<file path="src/rtl/pdc_pkg.sv">
package pdc_pkg;
    localparam int REG_W     = 8;
    localparam int SBY_BIT   = 7;
    localparam int HIZ_BIT   = 6;
    localparam int RSV_BIT   = 5;
    localparam int DMA_BIT   = 4;
    localparam int GEN_STOPS = 4;
    localparam int MODE_W    = 2;

    typedef enum logic [MODE_W-1:0] {
        MODE_RUN     = 2'd0,
        MODE_SLEEP   = 2'd1,
        MODE_STANDBY = 2'd2
    } pdc_mode_e;

    typedef struct packed {
        logic                 sby;
        logic                 hiz;
        logic                 dma_stop;
        logic [GEN_STOPS-1:0] gen_stop;
    } pdc_cfg_t;

    typedef struct packed {
        pdc_mode_e mode;
    } pdc_fsm_t;
endpackage

</file>
<file path="src/rtl/pdc_cfg_reg.sv">
module pdc_cfg_reg
    import pdc_pkg::*;
(
    input  logic             clk,
    input  logic             rst_n,
    input  logic             wr_en,
    input  logic [REG_W-1:0] wdata,
    input  logic             wdt_running,
    input  logic             dma_busy,
    output pdc_cfg_t         cfg,
    output logic [REG_W-1:0] rdata
);
    pdc_cfg_t cfg_d, cfg_q;

    always_comb begin
        cfg_d = cfg_q;
        if (wr_en) begin
            // raising an interlocked bit needs its activity input low
            cfg_d.sby      = wdata[SBY_BIT] & (cfg_q.sby | ~wdt_running);
            cfg_d.hiz      = wdata[HIZ_BIT];
            cfg_d.dma_stop = wdata[DMA_BIT] & (cfg_q.dma_stop | ~dma_busy);
            cfg_d.gen_stop = wdata[GEN_STOPS-1:0];
        end
    end

    always_ff @(posedge clk or negedge rst_n) begin
        if (!rst_n) cfg_q <= '0;
        else        cfg_q <= cfg_d;
    end

    always_comb begin
        rdata                  = '0;
        rdata[SBY_BIT]         = cfg_q.sby;
        rdata[HIZ_BIT]         = cfg_q.hiz;
        rdata[RSV_BIT]         = 1'b0;
        rdata[DMA_BIT]         = cfg_q.dma_stop;
        rdata[GEN_STOPS-1:0]   = cfg_q.gen_stop;
    end

    assign cfg = cfg_q;
endmodule

</file>
<file path="src/rtl/pdc_mode_fsm.sv">
module pdc_mode_fsm
    import pdc_pkg::*;
(
    input  logic      clk,
    input  logic      rst_n,
    input  logic      sleep_req,
    input  logic      wake,
    input  logic      standby_sel,
    output pdc_mode_e mode
);
    pdc_fsm_t st_d, st_q;

    always_comb begin
        st_d = st_q;
        unique case (st_q.mode)
            MODE_RUN: begin
                if (sleep_req)
                    st_d.mode = standby_sel ? MODE_STANDBY : MODE_SLEEP;
            end
            MODE_SLEEP, MODE_STANDBY: begin
                if (wake) st_d.mode = MODE_RUN;
            end
            default: st_d.mode = MODE_RUN;
        endcase
    end

    always_ff @(posedge clk or negedge rst_n) begin
        if (!rst_n) st_q <= '{mode: MODE_RUN};
        else        st_q <= st_d;
    end

    assign mode = st_q.mode;
endmodule

</file>
<file path="src/rtl/pdc_out_ctrl.sv">
module pdc_out_ctrl
    import pdc_pkg::*;
(
    input  pdc_mode_e            mode,
    input  pdc_cfg_t             cfg,
    output logic                 dma_clk_en,
    output logic [GEN_STOPS-1:0] gen_clk_en_n,
    output logic                 pin_hold,
    output logic                 pin_hiz
);
    logic deep;

    assign deep       = (mode == MODE_STANDBY);
    assign dma_clk_en = ~deep & ~cfg.dma_stop;
    assign pin_hiz    = deep & cfg.hiz;
    assign pin_hold   = deep & ~cfg.hiz;

    for (genvar g = 0; g < GEN_STOPS; g++) begin : g_gen_en
        assign gen_clk_en_n[g] = deep | cfg.gen_stop[g];
    end
endmodule

</file>
<file path="src/rtl/pwr_down_ctrl.sv">
module pwr_down_ctrl
    import pdc_pkg::*;
(
    input  logic                 clk,
    input  logic                 rst_n,
    input  logic                 reg_wr,
    input  logic [REG_W-1:0]     reg_wdata,
    output logic [REG_W-1:0]     reg_rdata,
    input  logic                 sleep_req,
    input  logic                 wake,
    input  logic                 wdt_running,
    input  logic                 dma_busy,
    output logic [MODE_W-1:0]    mode,
    output logic                 dma_clk_en,
    output logic [GEN_STOPS-1:0] gen_clk_en_n,
    output logic                 pin_hold,
    output logic                 pin_hiz
);
    pdc_cfg_t  cfg;
    pdc_mode_e cur_mode;

    pdc_cfg_reg u_cfg (
        .clk         (clk),
        .rst_n       (rst_n),
        .wr_en       (reg_wr),
        .wdata       (reg_wdata),
        .wdt_running (wdt_running),
        .dma_busy    (dma_busy),
        .cfg         (cfg),
        .rdata       (reg_rdata)
    );

    pdc_mode_fsm u_fsm (
        .clk         (clk),
        .rst_n       (rst_n),
        .sleep_req   (sleep_req),
        .wake        (wake),
        .standby_sel (cfg.sby),
        .mode        (cur_mode)
    );

    pdc_out_ctrl u_out (
        .mode         (cur_mode),
        .cfg          (cfg),
        .dma_clk_en   (dma_clk_en),
        .gen_clk_en_n (gen_clk_en_n),
        .pin_hold     (pin_hold),
        .pin_hiz      (pin_hiz)
    );

    assign mode = cur_mode;
endmodule

</file>
<file path="config.mk">
export PLATFORM = sky130hd
export DESIGN_NAME = pwr_down_ctrl
export DESIGN_NICKNAME = d
export VERILOG_FILES = /design/src/rtl/pdc_pkg.sv /design/src/rtl/pdc_cfg_reg.sv /design/src/rtl/pdc_mode_fsm.sv /design/src/rtl/pdc_out_ctrl.sv /design/src/rtl/pwr_down_ctrl.sv
export SDC_FILE = /design/constraint.sdc
export NUM_CORES = 1
export LEC_CHECK = 0
export BUFFER_PORTS_ARGS = -buffer_cell sky130_fd_sc_hd__buf_2
export CORE_MARGIN = 5
export CORE_UTILIZATION = 36
export CTS_CLUSTER_SIZE = 28
export DETAILED_ROUTE_END_ITERATION = 10
export HOLD_SLACK_MARGIN = 0.02
export PLACE_DENSITY = 0.73
export REMOVE_ABC_BUFFERS = 1
export SLEW_MARGIN = 20
export SYNTH_ARGS = -nofsm -noshare
export SYNTH_HDL_FRONTEND = slang
export SYNTH_SLANG_ARGS = --single-unit
</file>
<file path="constraint.sdc">
create_clock -name clk -period 1.07 [get_ports clk]
set_input_delay 0.1605 -clock clk [delete_from_list [all_inputs] [get_ports clk]]
set_output_delay 0.1605 -clock clk [all_outputs]
set_load 0.01 [all_outputs]
</file>
==> results of run 1 <==
-- layer usage --
layer | vias up | wire length [um] | track usage [%]
met5 | - | 0 | 0
met3 | 0 | 125 | 6.77
met2 | 23 | 606 | 19.8
met4 | 0 | 0 | 3.23
met1 | 204 | 450 | 14.0
li1 | 222 | - | -
-- flip-flops by register name, summed over array words and instances (netlist names) --
signal / count
u_fsm.mode: 2
u_cfg.cfg: 7
-- through the flow --
stage | TNS (ps) | total power, mW | std cells
CTS | -2800 | 1.78 | 100
detailed placement | -1130 | 1.16 | 92
finish | -2620 | 1.86 | 100
global placement | -974 | 1.15 | 92
global route | -3270 | 2.01 | 100
floorplan | -645 | 0.825 | 44
-- worst paths after layout --
check / from / end / slack (ps) / cells past startpoint
max: u_fsm.mode[0] / gen_clk_en_n[0] / -300 / 4
max reg2reg: u_fsm.mode[0] / u_fsm.mode[1] / -220 / 6
min in group asynchronous: rst_n / u_cfg.cfg[2] / 270 / 2
min: reg_wdata[2] / u_cfg.cfg[2] / 130 / 2
min reg2reg: u_cfg.cfg[1] / u_cfg.cfg[1] / 540 / 1
max in group asynchronous: rst_n / u_cfg.cfg[6] / 620 / 2
-- cells by family (layout without fill, tap and decap cells) --
logic type | after synthesis | count (layout) | share of synthesized area [%]
AO/OA/AOI/OAI | 8 | 8 | 7.88
adder cells (fa/ha/maj) | 3 | 3 | 7.39
buffers and inverters | 9 | 47 | 9.60
flip-flops | 9 | 9 | 44.3
multiplexers | 5 | 5 | 14.8
other | 1 | 1 | 0.738
AND/OR/NAND/NOR | 12 | 12 | 15.3
-- what timing repair did --
action	4_1_cts	5_1_grt
setup buffers	3	2
gates cloned	0	0
resized for setup	21	8
endpoints found under the setup margin	10	11
pin swaps	10	5
hold buffers	1	0
hold endpoints to repair	9	0
-- area by class of cell --
cell class                      instances  area [sq um]
Clock buffer                            4          26.3
Fill cell                             117           459
Inverter                                6          22.5
Multi-Input combinational cell         29           299
Sequential cell                         9           225
Tap cell                               15          18.8
Timing Repair Buffer                   37           267
-- power by group through the flow --
stage                     sequential (mW)  combinational (mW)  clock [mW]
after floorplan                     0.485               0.340           0
after global placement              0.453               0.693           0
after detailed placement            0.456               0.703           0
after CTS                           0.458                1.05       0.272
after global routing                0.467                1.25       0.294
final                               0.458                1.15       0.259
-- critical path, delay by kind of cell (launching register included) --
kind                       cells  cell delay, ps
DFF                            1             360
and+or+nand+nor                1             220
buffers and inverters          2             190
adders and majority gates      1             170
-- Yosys cell counts --
master	n	share of area, %
ha_1	3	7.4
mux2_4	5	15
nor2b_1	2	2.5
nand2_1	1	0.74
conb_1	1	0.74
nand2b_1	2	2.5
inv_1	6	4.4
dfrtp_1	9	44
buf_6	1	2.2
nor2b_4	1	2.7
o21ai_1	2	2.0
a21oi_1	4	3.9
o21ai_0	2	2.0
buf_4	2	3.0
or2_2	4	4.9
nor2_1	1	0.74
and2_1	1	1.2
==> impl_metrics.json, run 1 <==
{
  "slowest_stage": "dfrtp_1",
  "ys.warnings.count": 0,
  "ant_nets": 0,
  "hold_ws_ps": 127,
  "cts_tree": "built",
  "rsz0062_at_grt": "yes",
  "crit_path_start_kind": "flop",
  "antenna_found_initial": 0,
  "switchingPower_uw": 611,
  "postLayoutCoreUtil_pct": 65.1,
  "n_antenna_cell": 0,
  "maxCapViolations": 0,
  "first_global_vias": 446,
  "final_common_cell": "buf_2",
  "hold_violations": 0,
  "cts_root_buffer": "clkbuf_4",
  "hpwlAfterDp_um": 890,
  "p_sw_share_pct": 32.8,
  "rows": 13,
  "wire_per_inst_um": 11.8,
  "clk_pin_slew_ps": 60,
  "fmax_ghz": 0.732,
  "cp.required_ps": 910,
  "io_pins": 32,
  "powerDensity_nw_per_um2": 2170,
  "mostFrequentLayoutCells": "22 x buf_2, 11 x buf_6, 9 x dfrtp_1",
  "die_y_um": 47.6,
  "grt_pass1_wl_um": 1880,
  "synth_seq_cells": 9,
  "seqPwrFrac_pct": 24.6,
  "place_ws_ps": -183,
  "fin_area_sq_um": 858,
  "avgSynthCellArea_sq_um": 10.8,
  "core_sq_um": 1320,
  "clockPowerShare_pct": 13.9,
  "wirelength_um": 1180,
  "max_stage_delay_ps": 360,
  "setup_viol": 10,
  "cts.path.max_buffers": 2,
  "syn_area_sq_um": 508,
  "status": "complete, but fails checks",
  "arrival_ps": 1200,
  "slew_viol_final": 0,
  "floorplan.initialDensity_pct": 38.6,
  "peakVddDrop_uv": 979,
  "drc": 0,
  "layout.nets": 104,
  "cp-end-kind": "output pin",
  "p_leak_nw": 0.445,
  "crit_fanout": 5,
  "die-area_sq_um": 2260,
  "worstSetupPathType": "reg -> out",
  "fin_worst_skew_ps": 0.268,
  "syn_inst": 47,
  "cts-buffers-inserted": 3,
  "placed_area_sq_um": 676,
  "io_buffers": 29,
  "vias": 449,
  "post-route-min-period_ps": 1370,
  "synthDistinctLibCells": 17,
  "viasPerCell": 4.49,
  "failed_checks": "setup timing",
  "p_int_mw": 1.25,
  "syn_to_final_growth_pct": 69.0,
  "grt_use_total_pct": 12.2,
  "crit_chain": "inv_2 -> ha_4 -> or2_4 -> buf_6",
  "dr.pass1.iters": 2,
  "ys_seq_area_share_pct": 44.3,
  "clock-sinks": 9,
  "die_x_um": 47.6,
  "initialDrtViolationCount": 5,
  "hold_path_class": "in -> reg",
  "h-tree-depth": 1,
  "worstSkewPairLatency_ps": 260,
  "combPwrFrac_pct": 61.5,
  "gr-total-overflow": 0,
  "layout-drive-gt1-share_pct": 68.2,
  "setup_slack_ps": -295,
  "period_share_pct": 128,
  "grt_max_degree": 10,
  "gp_congestion": 0.698
}
(Power assumes the default switching activity.)
==> run 2: changes to the inputs <==
--- a/config.mk
+++ b/config.mk
@@ -12,6 +12,7 @@
 export DETAILED_ROUTE_END_ITERATION = 10
 export HOLD_SLACK_MARGIN = 0.02
 export PLACE_DENSITY = 0.73
+export RECOVER_POWER = 100
 export REMOVE_ABC_BUFFERS = 1
 export SLEW_MARGIN = 20
 export SYNTH_ARGS = -nofsm -noshare
==> run 2 against run 1 <==
  * The run still ends with setup timing left
  * Die area did not move
  * Critical path depth did not move
  * Core utilization fell by 2.2 points
  * Critical endpoint unchanged
  * Clock-buffer cell count did not move
  * Highest routed layer unchanged
  * Combinational power barely moved
==> impl_metrics.json, run 2 (synthesis results as in run 1) <==
{
  "wire_per_inst_um": 11.8,
  "cp-end-kind": "output pin",
  "syn_to_final_growth_pct": 63.3,
  "drc": 0,
  "hpwlAfterDp_um": 890,
  "die_y_um": 47.6,
  "wirelength_um": 1180,
  "slew_viol_final": 0,
  "failed_checks": "setup timing",
  "powerDensity_nw_per_um2": 2210,
  "total_power_mw": 1.84,
  "floorplan.initialDensity_pct": 38.6,
  "initialDrtViolationCount": 4,
  "rsz0062_at_grt": "yes",
  "hold_path_class": "in -> reg",
  "mostFrequentLayoutCells": "14 x buf_2, 11 x buf_6, 9 x clkbuf_1, 9 x dfrtp_1, 5 x mux2_1",
  "final_common_cell": "buf_2",
  "rr_endpoint": "u_fsm.mode[1]",
  "worstSkewPairLatency_ps": 260,
  "h-tree-depth": 1,
  "worstHoldStart": "reg_wdata[2]",
  "arrival_ps": 1210,
  "post-route-min-period_ps": 1370,
  "gp_congestion": 0.698,
  "fin_worst_skew_ps": 0.271,
  "fmax_ghz": 0.732,
  "first_global_vias": 446,
  "slowest_stage": "dfrtp_1",
  "path_buf_inv": 2,
  "wirelength_met1_um": 433,
  "io_buffers": 29,
  "top_layer": "met3",
  "peakVddDrop_uv": 977,
  "hold_violations": 0,
  "die-area_sq_um": 2260,
  "cts.path.max_buffers": 2,
  "crit-reg2reg-launch": "u_fsm.mode[0]",
  "grt_use_total_pct": 12.2,
  "clock-sinks": 9,
  "io_pins": 32,
  "wl_met2_um": 599,
  "largest_register_ffs": 7,
  "crit_path_start_kind": "flop",
  "setup_viol": 10,
  "grt_max_degree": 10,
  "grt_pass1_wl_um": 1880,
  "viasPerCell": 4.50,
  "setup_slack_ps": -296,
  "crit_fanout": 5,
  "cp_top_family": "flip-flops",
  "vias": 450,
  "antenna_found_initial": 0,
  "gr-total-overflow": 0,
  "maxCapViolations": 0,
  "die_x_um": 47.6,
  "p_leak_nw": 0.402,
  "core_sq_um": 1320,
  "n_antenna_cell": 0,
  "rows": 13,
  "met3WireLength_um": 142,
  "worstSetupPathType": "reg -> out",
  "status": "complete, but fails checks",
  "layout.nets": 104,
  "placed_area_sq_um": 676,
  "cts_tree": "built",
  "clk_pin_slew_ps": 60,
  "n_fill_cell": 121,
  "dr.pass1.iters": 2,
  "max_stage_delay_ps": 360,
  "r2r_cells": 6,
  "period_share_pct": 128,
  "hold_depth": 2,
  "r2r_slack_ps": -220,
  "cp.required_ps": 910,
  "ant_nets": 0,
  "fin_area_sq_um": 830,
  "layout-drive-gt1-share_pct": 52.9,
  "cts-buffers-inserted": 3,
  "cts_root_buffer": "clkbuf_4",
  "crit_chain": "inv_2 -> ha_4 -> or2_4 -> buf_6",
  "whs_endpoint": "u_cfg.cfg[2]"
}
## run 2: cell types whose count changed in the layout (fill, tap and decap cells not counted)
cell / delta
buf_2: -8
clkbuf_1: +8
mux2_1: +5
mux2_4: -5
## run 2: final cells by class
| class | instances | area (sq um) | share of cell area, % |
|---|---|---|---|
| multi-input combinational | 29 | 280 | 33.8 |
| timing repair buffer | 37 | 256 | 30.9 |
| inverter | 6 | 22.5 | 2.71 |
| clock buffer | 4 | 26.3 | 3.17 |
| tap | 15 | 18.8 | 2.26 |
| sequential | 9 | 225 | 27.1 |
## run 2: power by group
group | switching [mW] | internal, mW | total [mW]
sequential | 0.0554 | 0.402 | 0.457
clock | 0.116 | 0.144 | 0.259
combinational | 0.439 | 0.682 | 1.12
## run 2: through the flow
stage               TNS (ps)  hold WS (ps)  utilization (%)  cells  setup WS [ps]
finish                 -2630           111             63.0    100           -296
floorplan               -645          -135                -     44           -129
detailed placement     -1130          18.4             51.3     92           -183
CTS                    -2800           122             62.7    100           -313
global placement        -974          14.8             51.3     92           -169
global route           -3270          98.7             63.0    100           -354
## run 2: routing by layer
| layer | track usage [%] | vias to the layer above |
|---|---|---|
| met3 | 6.77 | 0 |
| met2 | 19.8 | 23 |
| li1 | - | 222 |
| met1 | 14.0 | 205 |
| met5 | 0 | - |
| met4 | 3.23 | 0 |
## run 2: how the worst max path moves through the flow
stage,end,startpoint,cells past startpoint
final,gen_clk_en_n[0],u_fsm.mode[0],4
after global routing,pin_hiz,u_fsm.mode[1],4
after CTS,pin_hiz,u_fsm.mode[1],4
after detailed placement,gen_clk_en_n[3],u_fsm.mode[0],4
after global placement,gen_clk_en_n[3],u_fsm.mode[0],4
after floorplan,u_fsm.mode[0],u_fsm.mode[0],5
## run 2: worst register-to-register path, delay by kind of cell (launching register included)
| kind | cells | cell delay, ps |
|---|---|---|
| buf+inv | 2 | 210 |
| compound gates | 1 | 50 |
| fa+ha+maj | 1 | 250 |
| flops | 1 | 360 |
| simple gates | 2 | 310 |
## run 2: repair_timing
action / 4_1_cts / 5_1_grt
hold buffers: 1 / 0
endpoints found under the setup margin: 10 / 11
cloned: 0 / 0
endpoints found under the hold margin: 9 / 0
resized for setup: 21 / 8
setup buffers: 3 / 2
pin swaps: 10 / 5
==> run 3: changes to the inputs <==
--- a/config.mk
+++ b/config.mk
@@ -6,8 +6,11 @@
 export NUM_CORES = 1
 export LEC_CHECK = 0
 export BUFFER_PORTS_ARGS = -buffer_cell sky130_fd_sc_hd__buf_2
+export CELL_PAD_IN_SITES_DETAIL_PLACEMENT = 1
+export CELL_PAD_IN_SITES_GLOBAL_PLACEMENT = 1
+export CORE_ASPECT_RATIO = 1.4
 export CORE_MARGIN = 5
-export CORE_UTILIZATION = 36
+export CORE_UTILIZATION = 26
 export CTS_CLUSTER_SIZE = 28
 export DETAILED_ROUTE_END_ITERATION = 10
 export HOLD_SLACK_MARGIN = 0.02
==> run 3 against run 2 <==
  * The run still ends with setup timing left
  * Final cell count grew 6.0%
  * Sequential power grew 1%
  * Core utilization shrank 19 points
  * Routed wire length grew 19%
  * Combinational power is essentially flat
  * Critical endpoint is now gen_clk_en_n[1]
==> impl_metrics.json, run 3 (synthesis results as in run 1) <==
{
  "die-area_sq_um": 2950,
  "fin_setup_tns_ps": -2810,
  "max_stage_delay_ps": 430,
  "hold_depth": 2,
  "place_inst": 97,
  "peakVddDrop_uv": 976,
  "gp_congestion": 0.658,
  "hold_path_class": "in -> reg",
  "hpwlAfterDp_um": 1020,
  "grt_pass1_wl_um": 2210,
  "busiest_layer": "met2",
  "setup_viol": 11,
  "rsz0062_at_grt": "yes",
  "grt_use_total_pct": 10.2,
  "final_cells": 106,
  "antenna_found_initial": 0,
  "dr.pass1.iters": 2,
  "layout.nets": 104,
  "r2r_cells": 6,
  "viasPerCell": 4.53,
  "syn_to_final_growth_pct": 64.8,
  "gr-usage-met1_pct": 10.8,
  "slowest_stage": "dfrtp_1",
  "crit_path_start_kind": "flop",
  "first_global_vias": 525,
  "h-tree-depth": 1,
  "failed_checks": "setup timing",
  "worstSetupPathType": "reg -> out",
  "post-route-min-period_ps": 1390,
  "whs_endpoint": "u_cfg.cfg[1]",
  "use_met3_pct": 3.18,
  "cts_root_buffer": "clkbuf_4",
  "maxCapViolations": 0,
  "cts.path.max_buffers": 2,
  "fin_area_sq_um": 837,
  "gr-total-overflow": 0,
  "worstMarginPinSlew_ps": 523,
  "crit_chain": "ha_4 -> or2_4 -> buf_6",
  "die_x_um": 47.4,
  "crit-reg2reg-launch": "u_fsm.mode[1]",
  "drc": 0,
  "relSlewSlack_pct": 65.1,
  "crit_fanout": 5,
  "n_antenna_cell": 0,
  "rr_endpoint": "u_fsm.mode[1]",
  "io_pins": 32,
  "placed_area_sq_um": 676,
  "cp.required_ps": 910,
  "period_share_pct": 130,
  "hold_ws_ps": 122,
  "place_ws_ps": -181,
  "postLayoutCoreUtil_pct": 43.5,
  "r2r_slack_ps": -240,
  "grt_max_degree": 10,
  "cts_tree": "built",
  "ant_nets": 0,
  "setup_slack_ps": -316,
  "p_leak_nw": 0.402,
  "core_sq_um": 1930,
  "worstSkewPairLatency_ps": 260,
  "largest_register_ffs": 7,
  "fin_worst_skew_ps": 0.782,
  "mostFrequentLayoutCells": "14 x buf_2, 11 x buf_6, 9 x clkbuf_1, 9 x dfrtp_1, 5 x mux2_1",
  "floorplan.initialDensity_pct": 26.4,
  "cts-buffers-inserted": 3,
  "total_power_mw": 1.86,
  "clock-sinks": 9,
  "status": "complete, but fails checks",
  "slew_viol_final": 0,
  "worstHoldStart": "reg_wdata[1]",
  "powerDensity_nw_per_um2": 2220,
  "cp-end-kind": "output pin",
  "io_buffers": 29,
  "final_common_cell": "buf_2",
  "grtUsageMet2_pct": 17.4,
  "arrival_ps": 1230,
  "n_fill_cell": 228,
  "hold_violations": 0,
  "initialDrtViolationCount": 3,
  "wire_per_inst_um": 13.2,
  "layout-drive-gt1-share_pct": 52.9,
  "die_y_um": 62.3,
  "rows": 19,
  "vias": 480,
  "clk_pin_slew_ps": 60,
  "fmax_ghz": 0.722,
  "wirelength_um": 1400
}
## run 3: power by group
group | internal [mW] | switching [mW] | total (mW) | leakage [nW]
Sequential | 0.402 | 0.0612 | 0.463 | 0.109
Combinational | 0.682 | 0.448 | 1.13 | 0.278
Clock | 0.144 | 0.125 | 0.269 | 0.0150
## run 3: metal layers
metal  part of all wire [%]  vias to the layer above
met5                      0                        -
met4                    1.6                        0
met3                    9.7                        2
met2                     56                       21
met1                     33                      235
li1                       -                      222
## run 3: worst max-delay path by stage
stage / cells past startpoint / startpoint / to
after floorplan: 5 / u_fsm.mode[0] / u_fsm.mode[0]
after global placement: 4 / u_fsm.mode[0] / gen_clk_en_n[1]
after detailed placement: 4 / u_fsm.mode[0] / gen_clk_en_n[1]
after CTS: 4 / u_fsm.mode[1] / pin_hiz
after global routing: 4 / u_fsm.mode[0] / gen_clk_en_n[2]
final: 3 / u_fsm.mode[1] / gen_clk_en_n[1]
## run 3: layout make-up
class | count | area [sq um] | area share (%)
repair buffers | 37 | 256 | 30.6
multi-input cells | 29 | 280 | 33.5
well taps | 21 | 26.3 | 3.14
inverters | 6 | 22.5 | 2.69
flip-flops and latches | 9 | 225 | 26.9
clock buffers | 4 | 26.3 | 3.14
## run 3: worst max-delay path, delay by kind of cell, from the launching register on
| family | cells | cell delay [ps] |
|---|---|---|
| buffers and inverters | 1 | 120 |
| DFF | 1 | 430 |
| and+or+nand+nor | 1 | 220 |
| adders and majority gates | 1 | 200 |
## run 3: repair_timing
action	in CTS	in global routing
setup buffers	5	1
setup endpoints to repair	11	11
pin swaps	11	2
resized for setup	21	8
hold endpoints to repair	9	0
hold buffers	1	0
